### config.mk
export PLATFORM = sky130hd
export DESIGN_NAME = ins_unit
export DESIGN_NICKNAME = d
export VERILOG_FILES = /design/src/rtl/ins_pkg.sv /design/src/rtl/ins_decode.sv /design/src/rtl/ins_lane_mask.sv /design/src/rtl/ins_shifter.sv /design/src/rtl/ins_unit.sv
export SDC_FILE = /design/constraint.sdc
export NUM_CORES = 1
export LEC_CHECK = 0
export CORE_AREA = 4 4 128 130
export DETAILED_ROUTE_END_ITERATION = 16
export DIE_AREA = 0 0 132 134
export PLACE_DENSITY = 0.85
export SLEW_MARGIN = 25
export SYNTH_ARGS = -nofsm -noshare
export SYNTH_HDL_FRONTEND = slang
export SYNTH_SLANG_ARGS = --single-unit
### constraint.sdc
create_clock -name clk_i -period 1.1 [get_ports clk_i]
set_input_delay 0.22 -clock clk_i [delete_from_list [all_inputs] [get_ports clk_i]]
set_output_delay 0.22 -clock clk_i [all_outputs]
set_load 0.005 [all_outputs]
### src/rtl/ins_pkg.sv
package ins_pkg;
  localparam int unsigned FUNC_W = 7;
  localparam int unsigned IDX_W  = 5;
  localparam logic [IDX_W-1:0] ZERO_REG = 5'd31;

  typedef enum logic [FUNC_W-1:0] {
    OP_LO_B = 7'h0B,
    OP_LO_W = 7'h1B,
    OP_LO_L = 7'h2B,
    OP_LO_Q = 7'h3B,
    OP_HI_W = 7'h57,
    OP_HI_L = 7'h67,
    OP_HI_Q = 7'h77
  } ins_op_e;
endpackage

### src/rtl/ins_decode.sv
module ins_decode
  import ins_pkg::*;
#(
  parameter int unsigned BYTES = 8
) (
  input  logic [FUNC_W-1:0] func_i,
  output logic              legal_o,
  output logic              high_o,
  output logic [BYTES-1:0]  mask_o
);
  localparam int unsigned CNT_W = $clog2(BYTES + 1);

  logic [CNT_W-1:0] lanes;

  always_comb begin
    legal_o = 1'b1;
    high_o  = 1'b0;
    lanes   = '0;
    case (func_i)
      OP_LO_B: lanes = CNT_W'(1);
      OP_LO_W: lanes = CNT_W'(2);
      OP_LO_L: lanes = CNT_W'(4);
      OP_LO_Q: lanes = CNT_W'(BYTES);
      OP_HI_W: begin lanes = CNT_W'(2); high_o = 1'b1; end
      OP_HI_L: begin lanes = CNT_W'(4); high_o = 1'b1; end
      OP_HI_Q: begin lanes = CNT_W'(BYTES); high_o = 1'b1; end
      default: legal_o = 1'b0;
    endcase
  end

  for (genvar g = 0; g < BYTES; g++) begin : g_mask
    assign mask_o[g] = (CNT_W'(g) < lanes);
  end
endmodule

### src/rtl/ins_lane_mask.sv
module ins_lane_mask #(
  parameter int unsigned BYTES = 8
) (
  input  logic [BYTES*8-1:0] data_i,
  input  logic [BYTES-1:0]   keep_i,
  output logic [BYTES*8-1:0] data_o
);
  for (genvar g = 0; g < BYTES; g++) begin : g_lane
    assign data_o[g*8 +: 8] = keep_i[g] ? data_i[g*8 +: 8] : 8'h00;
  end
endmodule

### src/rtl/ins_shifter.sv
module ins_shifter #(
  parameter int unsigned DATA_W = 64,
  localparam int unsigned OFF_W = $clog2(DATA_W / 8),
  localparam int unsigned SH_W  = OFF_W + 3
) (
  input  logic [DATA_W-1:0] data_i,
  input  logic [OFF_W-1:0]  off_i,
  input  logic              high_i,
  output logic [DATA_W-1:0] data_o
);
  logic [SH_W-1:0]   bit_off;
  logic [SH_W-1:0]   inv_off;
  logic [DATA_W-1:0] lo_res;
  logic [DATA_W-1:0] hi_part;
  logic [DATA_W-1:0] hi_res;

  assign bit_off = {off_i, 3'b000};
  // ones-complement gives (W - 8k - 1); the fixed extra shift of 1 reaches W at k = 0
  assign inv_off = ~bit_off;
  assign lo_res  = data_i << bit_off;
  assign hi_part = data_i >> inv_off;
  assign hi_res  = hi_part >> 1;
  assign data_o  = high_i ? hi_res : lo_res;
endmodule

### src/rtl/ins_unit.sv
module ins_unit
  import ins_pkg::*;
#(
  parameter int unsigned DATA_W = 64,
  parameter int unsigned LIT_W  = 8,
  localparam int unsigned BYTES = DATA_W / 8,
  localparam int unsigned OFF_W = $clog2(BYTES)
) (
  input  logic              clk_i,
  input  logic              rst_ni,
  input  logic              issue_i,
  input  logic [6:0]        func_i,
  input  logic [DATA_W-1:0] a_i,
  input  logic [DATA_W-1:0] b_i,
  input  logic [LIT_W-1:0]  lit_i,
  input  logic              lit_sel_i,
  input  logic [4:0]        ra_idx_i,
  input  logic [4:0]        rc_idx_i,
  output logic              valid_o,
  output logic              wr_en_o,
  output logic              illegal_o,
  output logic [4:0]        rc_idx_o,
  output logic [DATA_W-1:0] result_o
);
  logic              legal;
  logic              high;
  logic [BYTES-1:0]  mask;
  logic [DATA_W-1:0] a_eff;
  logic [DATA_W-1:0] a_kept;
  logic [DATA_W-1:0] shifted;
  logic [OFF_W-1:0]  off;
  logic [DATA_W-1:0] res_d;
  logic              unused_hi_bits;

  assign unused_hi_bits = ^{b_i[DATA_W-1:OFF_W], lit_i[LIT_W-1:OFF_W]};

  ins_decode #(.BYTES(BYTES)) u_decode (
    .func_i (func_i),
    .legal_o(legal),
    .high_o (high),
    .mask_o (mask)
  );

  assign a_eff = (ra_idx_i == ZERO_REG) ? '0 : a_i;
  assign off   = lit_sel_i ? lit_i[OFF_W-1:0] : b_i[OFF_W-1:0];

  ins_lane_mask #(.BYTES(BYTES)) u_lane_mask (
    .data_i(a_eff),
    .keep_i(mask),
    .data_o(a_kept)
  );

  ins_shifter #(.DATA_W(DATA_W)) u_shifter (
    .data_i(a_kept),
    .off_i (off),
    .high_i(high),
    .data_o(shifted)
  );

  assign res_d = legal ? shifted : '0;

  always_ff @(posedge clk_i or negedge rst_ni) begin
    if (!rst_ni) begin
      valid_o   <= 1'b0;
      wr_en_o   <= 1'b0;
      illegal_o <= 1'b0;
      rc_idx_o  <= '0;
      result_o  <= '0;
    end else begin
      valid_o   <= issue_i;
      wr_en_o   <= issue_i && legal && (rc_idx_i != ZERO_REG);
      illegal_o <= issue_i && !legal;
      if (issue_i) begin
        rc_idx_o <= rc_idx_i;
        result_o <= res_d;
      end
    end
  end

  assert_mask_shape_R1: assert property (@(posedge clk_i) disable iff (!rst_ni)
    legal |-> (mask[0] && ((mask & (mask + 1'b1)) == '0)));

  assert_hi_zero_off_R3: assert property (@(posedge clk_i) disable iff (!rst_ni)
    (issue_i && high && off == '0) |=> (result_o == '0));

  assert_zero_src_R5: assert property (@(posedge clk_i) disable iff (!rst_ni)
    (issue_i && ra_idx_i == ZERO_REG) |=> (result_o == '0));

  assert_no_wr_zero_dst_R6: assert property (@(posedge clk_i) disable iff (!rst_ni)
    (valid_o && rc_idx_o == ZERO_REG) |-> !wr_en_o);

  assert_wr_needs_valid_R6: assert property (@(posedge clk_i) disable iff (!rst_ni)
    wr_en_o |-> valid_o);

  assert_illegal_quiet_R7: assert property (@(posedge clk_i) disable iff (!rst_ni)
    illegal_o |-> (valid_o && !wr_en_o && result_o == '0));

  assert_valid_follows_R8: assert property (@(posedge clk_i) disable iff (!rst_ni)
    issue_i |=> (valid_o && rc_idx_o == $past(rc_idx_i)));

  assert_valid_pulse_R8: assert property (@(posedge clk_i) disable iff (!rst_ni)
    !issue_i |=> !valid_o);
endmodule

## Word level (Yosys, flattened, before mapping)

Cells that the tools add are included.

| storage, ports and cells | value |
|---|---|
| register bits | 72 |
| logic and storage cells | 49 |
| output and inout port bits | 72 |
| input bits | 157 |

| operators by class | value |
|---|---|
| mux-type cells | 15 |
| equality and inequality tests | 9 |
| reduce and logical (&&, ||, !) cells | 9 |
| bitwise operators | 1 |
| shift-type cells | 2 |
| magnitude comparators | 8 |

Operators by type and width:

| operator | number |
|---|---|
| 64-bit two-way mux | 3 |
| 8-bit two-way mux | 8 |
| 64-bit by 6-bit << shifter with 64-bit output | 1 |
| 64-bit by 6-bit right shift with 64-bit output | 1 |
| 7-bit == test (second input constant) | 3 |
| 3-bit by 4-bit < comparator with 1-bit output (first input constant) | 4 |
| 4-bit one-hot mux with 4 select lines | 1 |
| 7-bit by 6-bit == test with 1-bit output (second input constant) | 2 |
| 1-bit by 4-bit < comparator with 1-bit output (first input constant) | 2 |
| 2-bit by 4-bit < comparator with 1-bit output (first input constant) | 2 |
| 7-bit by 4-bit == test with 1-bit output (second input constant) | 1 |
| 7-bit by 5-bit == test with 1-bit output (second input constant) | 1 |
| 7-bit OR reduction | 1 |
| 6-bit inverter | 1 |
| 2-bit OR reduction | 3 |
| 5-bit == test (second input constant) | 1 |
| 5-bit inequality test (second input constant) | 1 |
| 1-bit logical AND | 3 |
| 3-bit two-way mux | 1 |
| 3-bit OR reduction | 1 |
| 1-bit two-way mux | 2 |
| 1-bit zero test | 1 |

## Longest topological paths before layout

| depth | value |
|---|---|
| word-level depth | 8 |
| gate-level depth with buffers | 10 |
| gate-level depth less buffers | 6 |

## Cells and area by module

Synthesis repeated with hierarchy kept, for this count alone.

| unflattened totals | value |
|---|---|
| cells, all modules | 787 |
| area total of the unflattened synthesis | 7083.0 µm² |

By module, submodules not included:

| module | area each (µm²) | instances | cells each | sequential area each (µm²) |
|---|---|---|---|---|
| ins_unit | 3849.9 | 1 | 377 | 1801.7 |
| ins_shifter | 2731.4 | 1 | 329 | 0.0 |
| ins_lane_mask | 400.4 | 1 | 64 | 0.0 |
| ins_decode | 101.3 | 1 | 17 | 0.0 |

## Least setup slack after synthesis

Ideal clock, no wire load.

| timing path | value |
|---|---|
| path kind | input -> register |
| from | in lit_sel_i |
| to | reg result_o[13] |
| stages on the path | 10 |
| setup slack | -726 ps |
| setup time | 121 ps |
| path buffers | 4 |
| arrival time | 1705 ps |
| data required time | 979 ps |
| cells stage by stage | buf_6 -> mux2_4 -> buf_6 -> buf_6 -> buf_2 -> nand2_1 -> nand2_1 -> a211oi_1 -> o21ai_0 -> o22a_1 |

| on the way | value |
|---|---|
| longest elaborated chain between the ends | 5 |

RTL lines:

| item | line | RTL |
|---|---|---|
| start: declaration | ins_unit.sv:16 | `input logic lit_sel_i,` |
| 3-bit two-way mux * | ins_unit.sv:45 | `assign off = lit_sel_i ? lit_i[OFF_W-1:0] : b_i[OFF_W-1:0];` |
| 6-bit inverter | ins_shifter.sv:19 | `assign inv_off = ~bit_off;` |
| 64-bit by 6-bit right shift with 64-bit output | ins_shifter.sv:21 | `assign hi_part = data_i >> inv_off;` |
| 64-bit two-way mux * | ins_shifter.sv:23 | `assign data_o = high_i ? hi_res : lo_res;` |
| 64-bit two-way mux * | ins_unit.sv:60 | `assign res_d = legal ? shifted : '0;` |
| end signal: assignment | ins_unit.sv:75 | `result_o <= res_d;` |
| end: declaration | ins_unit.sv:23 | `output logic [DATA_W-1:0] result_o` |

Mark *: on every way between the ends. The rest lies on a longest branch, timed or not.
A chain may end at the register's enable or synchronous reset.

## Final worst setup path

| timing path | value |
|---|---|
| from | in func_i[6] |
| to | reg result_o[40] |

| on the way | value |
|---|---|
| longest elaborated chain between the ends | 8 |

RTL lines:

| item | line | RTL |
|---|---|---|
| start: declaration | ins_unit.sv:12 | `input logic [6:0] func_i,` |
| 7-bit by 6-bit == test with 1-bit output (tied with other cells) | ins_decode.sv:19 | `case (func_i)` |
| 2-bit OR reduction (no line) | -- |  |
| 4-bit one-hot mux with 4 select lines | ins_decode.sv:19 |  |
| 1-bit by 4-bit < comparator with 1-bit output (tied with other cells) | ins_decode.sv:32 | `assign mask_o[g] = (CNT_W'(g) < lanes);` |
| 8-bit two-way mux | ins_lane_mask.sv:9 | `assign data_o[g*8 +: 8] = keep_i[g] ? data_i[g*8 +: 8] : 8'h00;` |
| 64-bit by 6-bit << shifter with 64-bit output / 64-bit by 6-bit right shift with 64-bit output (equally long branches) | ins_shifter.sv:20, ins_shifter.sv:21 |  |
| 64-bit two-way mux | ins_shifter.sv:23 |  |
| 64-bit two-way mux * | ins_unit.sv:60 |  |

Marked as above.

==> summary.txt <==
Timing
  – Relative slew slack: 0.708
  – Fin crit share: 1.61
  – Slew @ Worst Pin: 0.425 ns
  – Worst Clk Skew: 0 ns
  – Final Max Slew Viols: 0
  – Setup ws final: -0.675 ns
  – Setup violators final: 89
  – Final min period: 1.77 ns
  – Setup TNS: -37.33 ns
  – Unrepaired setup endpoints after global routing: true
  – Max Clock Freq: 564 MHz
  – Fin. Hold Viols: 0

Floorplanning
  – Starting Density: 0.407
  – Die Ht: 134 microns
  – Row cnt: 45
  – CORE AREA: 15100 sq um
  – Die area: 17700 sq um
  – # IOs: 229
  – Width of the chip: 132 microns

Setup path
  – FF-to-FF path depth: 4
  – WP buf/inv: 2
  – Critical Path End Type: flip-flop
  – Largest stage delay, worst path: 0.46 ns
  – Critical path depth in cells: 8
  – Worst r2r src: result_o[43]
  – Crit path max-delay cell type: or3b_4
  – Data arrival, critical path: 2.04 ns
  – Critical path class: in2reg
  – Crit Path Max Fanout: 9
  – Setup crit start kind: primary input
  – Worst path cell trace: buf_6 > or3b_4 > a21oi_4 > nand3_4 > buf_6 > nor3_1 > o22ai_1 > a31oi_1
  – Cell mode on critical path: buf_6
  – Top Family by Delay on Critical Path: simple AND/OR/NAND/NOR gates
  – Critical Path Start: func_i[6]
  – Critical path data required time: 1.36 ns

Min path
  – Worst hold path type: in2async

Yosys
  – Share of the synthesized area in the top cell type: 0.292
  – Distinct cells, synth: 79
  – Async set-reset flop share out of synthesis: 1.00
  – Complex-gate fraction of the synthesized area: 0.346
  – Cell count after synthesis: 742
  – Post-Synth Simple-Gate Area: 0.246
  – Largest family of logic cells by synthesized area: compound AO/OA/AOI/OAI gates
  – Yosys warns: 0
  – Ys flop type: dfrtp_1
  – Post-Syn Area: 6160 sq um
  – Part of the Yosys area used for sequential elements: 0.292
  – Multiplexer share of the synthesized area: 0.0573
  – Seq cells post-synth: 72
  – Xor and xnor area share after synthesis: 0
  – Synth area leaders: dfrtp_1, nand2_1, mux2i_1
  – Synth area leader: dfrtp_1
  – Post-synth EDFFs: 0
  – Adder-cell share of the synthesized area: 0
  – Syn_nets: 899
  – Post-Syn Area per Cell: 8.30 sq um

Clock network
  – H-tree levels: 3
  – CTS max path bufs: 2
  – Root Buffer: clkbuf_16
  – Worst-Skew Late Latency: 0.35 ns
  – Clk slew on worst S/H paths: 0.06 ns
  – Clock sink total: 72
  – CTS Buf Count: 9
  – CTS tree: done

Outcome
  – Failing checks: negative setup slack
  – Status: finished with violations

Drt
  – Drt wl/cell: 26.0 microns
  – Final ANT Viol Nets: 0
  – Final wirelength: 34400 microns
  – Vias: 8890
  – DRC: 0
  – DR iter-0 viols: 1306
  – DR vias/cell: 6.73
  – First-pass DRT Iterations: 6

Placement
  – Routability cong.: 1.05
  – Hpwl dp: 23600 microns
  – # port buffers: 162

GRT
  – Pin count of the biggest net entering global routing: 27
  – Initial antenna violation count: 0
  – Total Routing Usage GR: 0.355
  – Vias in the first global route: 8780
  – First-pass GRT wire length: 49300 microns
  – GRT overflow: 0

Cells and area
  – Ant. Diodes: 0
  – Share of layout cells above drive strength 1: 0.506
  – Final net count: 1285
  – Core Util, Final: 0.735
  – Synthesis-to-finish area growth: 80.6%

Pwr
  – LEAKAGE: 4.83 nW
  – Pwr dens: 792 nW/um^2
  – Worst vdd ir: 0.856 mV

Job
  – Max cap viols: 0
power by group:
group          switching, mW  internal [mW]
Combinational           1.54           1.27
Clock                   1.28           2.00
Sequential            0.0232           2.69
synthesized netlist by cell type, types with 4 or more instances:
library cell	instances
o31a_1	6
a2bb2oi_1	6
and3_1	14
nand3_1	15
nor2_1	41
inv_1	5
nor3_2	6
a22o_1	15
and2_1	8
nand2b_1	5
or3_1	12
a211oi_1	16
a221oi_1	17
clkbuf_1	20
o22a_1	11
a31oi_1	25
o22ai_1	25
a222oi_1	5
o2bb2ai_1	5
mux2i_1	27
o21a_1	6
o211ai_1	4
a221o_1	7
mux2_2	6
a22oi_1	24
a21oi_1	32
nand2_1	133
o221ai_1	18
dfrtp_1	72
nor2b_1	30
clkbuf_8	4
a211o_1	4
buf_6	9
o21ai_0	21
buf_2	11
nor3_1	14
logic make-up after synthesis:
logic type,after synthesis
compound gates,278
buf+inv,58
flops,72
mux,34
simple gates,300
cells in the final DEF (no fill, tap or decap), types with 8 or more instances in the layout:
master           instances
buf_6                   45
nand2_2                 14
nor2_2                  13
a31oi_1                 23
clkdlybuf4s50_1         69
o21ai_1                 11
clkbuf_16                9
o221ai_2                10
dlygate4sd2_1            9
buf_2                   72
a22o_1                  14
o22a_1                  10
nand3_1                 11
mux2i_2                  8
a21oi_2                 10
buf_12                  22
nand2_1                116
nor3_1                   8
a221oi_1                11
o22ai_1                 15
nor2b_1                 28
a21oi_1                 20
a22oi_2                 20
dfrtp_1                 72
a211oi_2                15
nor2_1                  25
mux2i_1                 14
and3_1                  10
buf_4                  202
registers in the layout, indices dropped and copies added (netlist names):
signal / count
illegal_o: 1
result_o: 64
wr_en_o: 1
rc_idx_o: 5
valid_o: 1
worst paths after layout:
path	end	slack, ns
worst max-delay path	result_o[40]	-0.67
worst min-delay path	result_o[56]	0.30
min in group clk_i	valid_o	0.43
worst min register to register	result_o[55]	0.49
worst max register to register	result_o[43]	-0.17
max in group asynchronous	result_o[34]	0.33
through the flow:
step           hold WS (ns)  instance area [sq um]  instances  power [mW]  worst slack [ns]
2_1_floorplan       -0.0756                   6550        742        3.73            -0.669
3_3_place_gp          0.127                   9810       1258        5.16             -1.39
3_5_place_dp          0.131                   9810       1258        5.18             -1.44
4_1_cts               0.305                  10700       1311        8.53            -0.604
5_1_grt               0.325                  11100       1321        9.00            -0.712
6_report              0.303                  11100       1321        8.81            -0.675
per-layer routing:
metal	up-vias	part of all wire	GRT usage
met3	269	0.13	0.0788
met2	867	0.44	0.567
met1	4099	0.36	0.452
met5	-	0	0
met4	0	0.072	0.187
li1	3655	-	-
timing repair:
item                                    4_1_cts  5_1_grt
endpoints found under the hold margin        14        0
gates cloned                                  2        0
setup buffers                                38       13
hold buffers                                  1        0
resized for setup                           473       86
endpoints found under the setup margin      138      111
pin swaps                                    91       57
area by class of cell:
cell class / instances / area, sq um
Clock buffer: 10 / 229
Tap cell: 188 / 235
Sequential cell: 72 / 1800
Clock inverter: 6 / 90.1
Fill cell: 1026 / 4020
Inverter: 5 / 18.8
Timing Repair Buffer: 427 / 3680
Multi-Input combinational cell: 613 / 5070
No activity file was read; power rests on OpenSTA's default activity.
